[config.mk]
export PLATFORM = sky130hd
export DESIGN_NAME = dsg_guard_ctrl
export DESIGN_NICKNAME = d
export VERILOG_FILES = /design/src/rtl/dsg_guard_pkg.sv /design/src/rtl/dsg_guard_dly.sv /design/src/rtl/dsg_guard_out.sv /design/src/rtl/dsg_guard_ctrl.sv
export SDC_FILE = /design/constraint.sdc
export NUM_CORES = 1
export LEC_CHECK = 0
export BUFFER_PORTS_ARGS = -buffer_cell sky130_fd_sc_hd__buf_4
export CAP_MARGIN = 25
export CORE_MARGIN = 2
export CORE_UTILIZATION = 40
export CTS_CLUSTER_SIZE = 20
export DETAILED_ROUTE_END_ITERATION = 10
export GPL_TIMING_DRIVEN = 0
export MAX_ROUTING_LAYER = met4
export SLEW_MARGIN = 5
export SYNTH_ARGS = -nofsm -noshare
export SYNTH_HDL_FRONTEND = slang
export SYNTH_SLANG_ARGS = --single-unit
[constraint.sdc]
create_clock -name clk -period 4.9 [get_ports clk]
set_input_delay 0.735 -clock clk [delete_from_list [all_inputs] [get_ports clk]]
set_output_delay 0.735 -clock clk [all_outputs]
set_load 0.1 [all_outputs]
[src/rtl/dsg_guard_pkg.sv]
package dsg_guard_pkg;

  localparam int unsigned NCNT       = 5;
  localparam int unsigned IX_OD_DET  = 0;
  localparam int unsigned IX_OD_RET  = 1;
  localparam int unsigned IX_OC_DET  = 2;
  localparam int unsigned IX_SC_DET  = 3;
  localparam int unsigned IX_CUR_RET = 4;

  function automatic int unsigned umax(input int unsigned a, input int unsigned b);
    return (a > b) ? a : b;
  endfunction

  function automatic int unsigned shorten(input int unsigned lim, input int unsigned sh);
    int unsigned r;
    r = lim >> sh;
    return (r == 0) ? 1 : r;
  endfunction

endpackage

[src/rtl/dsg_guard_dly.sv]
module dsg_guard_dly #(
  parameter int unsigned CW = 7
) (
  input  logic          clk,
  input  logic          rst,
  input  logic          tick,
  input  logic          cond,
  input  logic [CW-1:0] limit,
  output logic          expired
);

  logic [CW-1:0] cnt_q;

  always_ff @(posedge clk) begin
    if (rst || !cond) begin
      cnt_q <= '0;
    end else if (tick && (cnt_q < limit)) begin
      cnt_q <= cnt_q + 1'b1;
    end
  end

  assign expired = cond && (cnt_q >= limit);

  p_restart_r12: assert property (@(posedge clk) disable iff (rst)
    !cond |=> (cnt_q == '0));

  p_hold_without_tick_r12: assert property (@(posedge clk) disable iff (rst)
    (cond && !tick && $past(cond)) |=> $stable(cnt_q));

endmodule

[src/rtl/dsg_guard_out.sv]
module dsg_guard_out (
  input  logic clk,
  input  logic rst,
  input  logic od_n,
  input  logic cur_n,
  input  logic st_n,
  output logic dsg_en,
  output logic pull_up,
  output logic pull_dn,
  output logic standby
);

  always_ff @(posedge clk) begin
    if (rst) begin
      dsg_en  <= 1'b1;
      pull_up <= 1'b0;
      pull_dn <= 1'b0;
      standby <= 1'b0;
    end else begin
      dsg_en  <= !od_n && !cur_n;
      pull_up <= od_n;
      pull_dn <= cur_n && !od_n;
      standby <= st_n && od_n;
    end
  end

  p_pull_excl_r11: assert property (@(posedge clk) disable iff (rst)
    !(pull_up && pull_dn));

  p_enable_vs_pulls_r11: assert property (@(posedge clk) disable iff (rst)
    dsg_en == !(pull_up || pull_dn));

  p_standby_pullup_r1: assert property (@(posedge clk) disable iff (rst)
    standby |-> (pull_up && !dsg_en));

endmodule

[src/rtl/dsg_guard_ctrl.sv]
module dsg_guard_ctrl #(
  parameter int unsigned NCELL      = 2,
  parameter int unsigned OD_DET_MS  = 100,
  parameter int unsigned OD_RET_MS  = 1,
  parameter int unsigned OC_DET_MS  = 20,
  parameter int unsigned SC_DET_MS  = 1,
  parameter int unsigned CUR_RET_MS = 1,
  parameter int unsigned TEST_SHIFT = 4
) (
  input  logic             clk,
  input  logic             rst,
  input  logic             ms_tick,
  input  logic             test_mode,
  input  logic [NCELL-1:0] cell_uv,
  input  logic             oc_flag,
  input  logic             sc_flag,
  input  logic             chg_low,
  input  logic             chg_trip,
  output logic             dsg_en,
  output logic             pull_up,
  output logic             pull_dn,
  output logic             standby
);
  import dsg_guard_pkg::*;

  localparam int unsigned LIM_N [NCNT] =
    '{OD_DET_MS, OD_RET_MS, OC_DET_MS, SC_DET_MS, CUR_RET_MS};
  localparam int unsigned LMAX =
    umax(umax(umax(OD_DET_MS, OD_RET_MS), umax(OC_DET_MS, SC_DET_MS)), CUR_RET_MS);
  localparam int unsigned CW = $clog2(LMAX + 1);

  logic          od_q, cur_q, st_q;
  logic          od_n, cur_n, st_n;
  logic          uv_any;
  logic [NCNT-1:0] cond;
  logic [NCNT-1:0] expd;
  logic [CW-1:0]   lim_w [NCNT];

  assign uv_any = |cell_uv;

  // detect and return conditions for each delay counter
  always_comb begin
    cond             = '0;
    cond[IX_OD_DET]  = uv_any && !od_q;
    cond[IX_OD_RET]  = od_q && !st_q && !uv_any;
    cond[IX_OC_DET]  = oc_flag && !chg_trip && !cur_q && !od_q;
    cond[IX_SC_DET]  = sc_flag && !cur_q && !od_q;
    cond[IX_CUR_RET] = cur_q && !oc_flag && !sc_flag && !od_q;
  end

  for (genvar g = 0; g < NCNT; g++) begin : g_cnt
    assign lim_w[g] = test_mode ? CW'(shorten(LIM_N[g], TEST_SHIFT)) : CW'(LIM_N[g]);
    dsg_guard_dly #(.CW(CW)) u_dly (
      .clk     (clk),
      .rst     (rst),
      .tick    (ms_tick),
      .cond    (cond[g]),
      .limit   (lim_w[g]),
      .expired (expd[g])
    );
  end

  // fault state priority: under-voltage trip last so it dominates
  always_comb begin
    od_n  = od_q;
    cur_n = cur_q;
    st_n  = st_q;
    if (st_q && chg_low) st_n = 1'b0;
    if (expd[IX_OD_RET]) od_n = 1'b0;
    if (expd[IX_CUR_RET]) cur_n = 1'b0;
    if (expd[IX_OC_DET] || expd[IX_SC_DET]) cur_n = 1'b1;
    if (expd[IX_OD_DET]) begin
      od_n  = 1'b1;
      cur_n = 1'b0;
      st_n  = !chg_trip;
    end
  end

  always_ff @(posedge clk) begin
    if (rst) begin
      od_q  <= 1'b0;
      cur_q <= 1'b0;
      st_q  <= 1'b0;
    end else begin
      od_q  <= od_n;
      cur_q <= cur_n;
      st_q  <= st_n;
    end
  end

  dsg_guard_out u_out (
    .clk     (clk),
    .rst     (rst),
    .od_n    (od_n),
    .cur_n   (cur_n),
    .st_n    (st_n),
    .dsg_en  (dsg_en),
    .pull_up (pull_up),
    .pull_dn (pull_dn),
    .standby (standby)
  );

  p_standby_exit_r2: assert property (@(posedge clk) disable iff (rst)
    $fell(st_q) |-> $past(chg_low));

  p_no_standby_on_chg_trip_r8: assert property (@(posedge clk) disable iff (rst)
    $rose(st_q) |-> !$past(chg_trip));

  p_oc_masked_r7: assert property (@(posedge clk) disable iff (rst)
    ($rose(cur_q) && $past(chg_trip)) |-> $past(sc_flag));

  p_od_clears_cur_r9: assert property (@(posedge clk) disable iff (rst)
    od_q |-> !cur_q);

endmodule

==> metrics.yaml <==
io_pins: 14
min_path_type: "reg -> reg"
antenna_found_initial: 0
port_buffers: 12
outcome: "finished, final reports clean"
synth_compound_area_frac: 0.128
cts_resized: 0
fill_cells: 411
power.switching_uw: 152
synth-seq-cells: 41
grt_pass1_vias: 1353
core_area_um2: 4350
drv_cap: 0
setup_viol: 0
dpl_cell_area_um2: 1970
leakagePower_uw: 0.000856
cts-buffers-inserted: 5
grt_usage: 0.152
route.met3.wl_um: 112
fp.dieH_um: 71.3
worstMarginPinSlew_ps: 893
layout_commonest_cell: "dfxtp_1"
final_cell_mix: "dfxtp_1, nor2_1, ha_1"
ctsRootBufferMaster: "clkbuf_8"
fin_tns_setup_ps: 0
layout.nets: 227
crit_path_cell_trace: "buf_4 > ha_1 > o311a_4 > a211oi_2 > a211oi_1 > a21oi_1 > nor3b_1"
post_cts_buffers: 0
m1WireLength_um: 1570
clkTransAtPathRegs_ps: 70
slew_headroom: 0.396
totalWireLength_um: 3390
yosysWarningCount: 0
regArea_um2: 821
hold_buffers: 0
insertion_delay_ps: 290
finalCritPeriodShare: 0.440
die-area_um2: 5090
vias: 1312
dieWidth_um: 71.3
critPathCaptureType: "flop"
yosys.area_share.simple: 0.239
syn_avg_cell_area_um2: 9.86
cts_tree: "done"
grt_pass1_wl_um: 5930
grt_max_degree: 13
power_density_nw_per_um2: 324
synth_top_family_by_area: "simple AND/OR/NAND/NOR gates"
clock.fmax_mhz: 464
synth_fa_ha_area_frac: 0.0966
highest_layer: "met4"
ys_seq_area_frac: 0.452
yosysTopAreaCellShare: 0.452
worst_setup_path_start_kind: "primary input"
syn_area_um2: 1810
initial_core_util: 0.417
synth_area_leaders: "dfxtp_1, ha_1, nor2_1"
path_max_fanout: 6
multi_input_area_um2: 948
switching_share: 0.225
grt.overflow.total: 0
area_growth_pct: 15.0
slowest_stage: "a211oi_1"
synth.distinct_cells: 41
drv_slew: 0
post_drt_via_cell_ratio: 5.13
pre_cts_ws_ps: 2440
critPathKind: "in -> reg"
rsz0062_at_grt: "no"
fin_crit_ps: 2160
ir_worst_vdd_uv: 162
crit_arrival_ps: 2320
yosysTopAreaCell: "dfxtp_1"
finClkSkew_ps: 5.81
synthCells: 184
n_antenna_cell: 0
dpl.hpwl_um: 2560
internal_power_uw: 523
clock-sinks: 41
wl_per_cell_um: 13.2
drcViolationCount: 0
dr.first_iter.drc_count: 57
route.met2.wl_um: 1660
synth_xor_area_frac: 0.0483
seq_power_share: 0.506
power_frac_comb: 0.079
antenna_left: 0
synthMuxAreaShare: 0.0110
cp.required_ps: 5060
pwr-share-clk: 0.415
fin_area_um2: 2090
htree_levels: 2
max_stage_delay_ps: 450
rows: 24
synthesis.nets: 208
gp_congestion: 0.784
final-hold-violation-count: 0
fin_ws_ps: 2740
dr.pass1.iters: 4
cts_buffer_depth: 2
drive_gt1_frac: 0.127
[per-layer routing]
layer,track usage,up-vias
met5,-,-
met1,0.179,618
li1,-,676
met2,0.250,13
met4,0.0503,0
met3,0.0450,5
[worst max-delay path, delay by kind of cell]
family	cells	cell delay (ps)
compound gates	4	880
buf+inv	1	140
fa+ha+maj	1	400
simple gates	1	180
[power groups by stage]
stage / clock network [uW] / logic, uW / registers, uW
floorplan: 0 / 26.7 / 360
global placement: 0 / 52.2 / 349
detailed placement: 0 / 53.7 / 349
CTS: 285 / 53.8 / 342
global route: 301 / 59.0 / 342
finish: 280 / 53.3 / 342
[flip-flops by register name (all words and copies together) (netlist names)]
| signal | flops |
|---|---|
| u_out.dsg_en | 1 |
| cur_q | 1 |
| u_out.pull_dn | 1 |
| u_out.standby | 1 |
| g_cnt.u_dly.cnt_q | 35 |
| u_out.pull_up | 1 |
| st_q | 1 |
[cells in the mapped netlist]
cell type  count
a21oi_4        1
and3_1         3
a31oi_1        1
nand2b_1       3
mux2i_1        2
nor2b_4        1
nor4b_1        3
o21ai_1        1
a21o_1         1
xor2_1         7
o211ai_1       1
a21oi_1        5
nand2_1        6
nor3b_1        1
o311a_4        1
o41ai_1        2
nand3_1        2
inv_1         10
a211oi_1       1
or4_4          1
and4_1         1
a211o_1        1
nor2_1        25
dfxtp_1       41
nor2b_1        2
nand4_1        6
o21a_1         7
clkbuf_1       2
ha_1          14
o21ai_0        2
and3b_1        1
a21boi_0       1
a211oi_2       1
a2111oi_4      1
nand3b_1       1
or3b_1         1
and2_1        12
and3_2         1
xnor2_1        3
nor4_1         3
nor3_1         5
[per-stage QoR]
step                      hold slack [ps]   util  instances  total power (uW)
after floorplan                       422      -        184               386
after CTS                             448  0.479        256               681
after global routing                  473  0.479        256               702
final                                 448  0.479        256               675
after detailed placement              437  0.452        248               403
after global placement                431  0.452        248               401
[cell type report]
class | instances | area share
Multi-Input combinational cell | 131 | 0.455
Timing Repair Buffer | 12 | 0.0432
Clock buffer | 7 | 0.0414
Sequential cell | 41 | 0.394
Clock inverter | 1 | 0.0144
Buffer | 2 | 0.00360
Inverter | 10 | 0.0180
Tap cell | 52 | 0.0312
[worst paths after layout]
kind / startpoint / endpoint / slack, ps / cells past startpoint
min reg2reg: g_cnt[2].u_dly.cnt_q[6] / g_cnt[2].u_dly.cnt_q[6] / 450 / 2
max: test_mode / u_out.pull_dn / 2740 / 7
min: g_cnt[2].u_dly.cnt_q[6] / g_cnt[2].u_dly.cnt_q[6] / 450 / 2
max reg2reg: g_cnt[0].u_dly.cnt_q[1] / g_cnt[0].u_dly.cnt_q[3] / 2980 / 8
[cell families (layout without fill, tap and decap cells)]
group                      Yosys count  after routing
AOI/OAI and AO/OA                   27             27
xor gates and xnor gates            10             10
adders and majority gates           14             14
buffers and inverters               12             32
DFF                                 41             41
muxes                                2              2
and+or+nand+nor                     78             78
No activity file was read; power rests on OpenSTA's default activity.
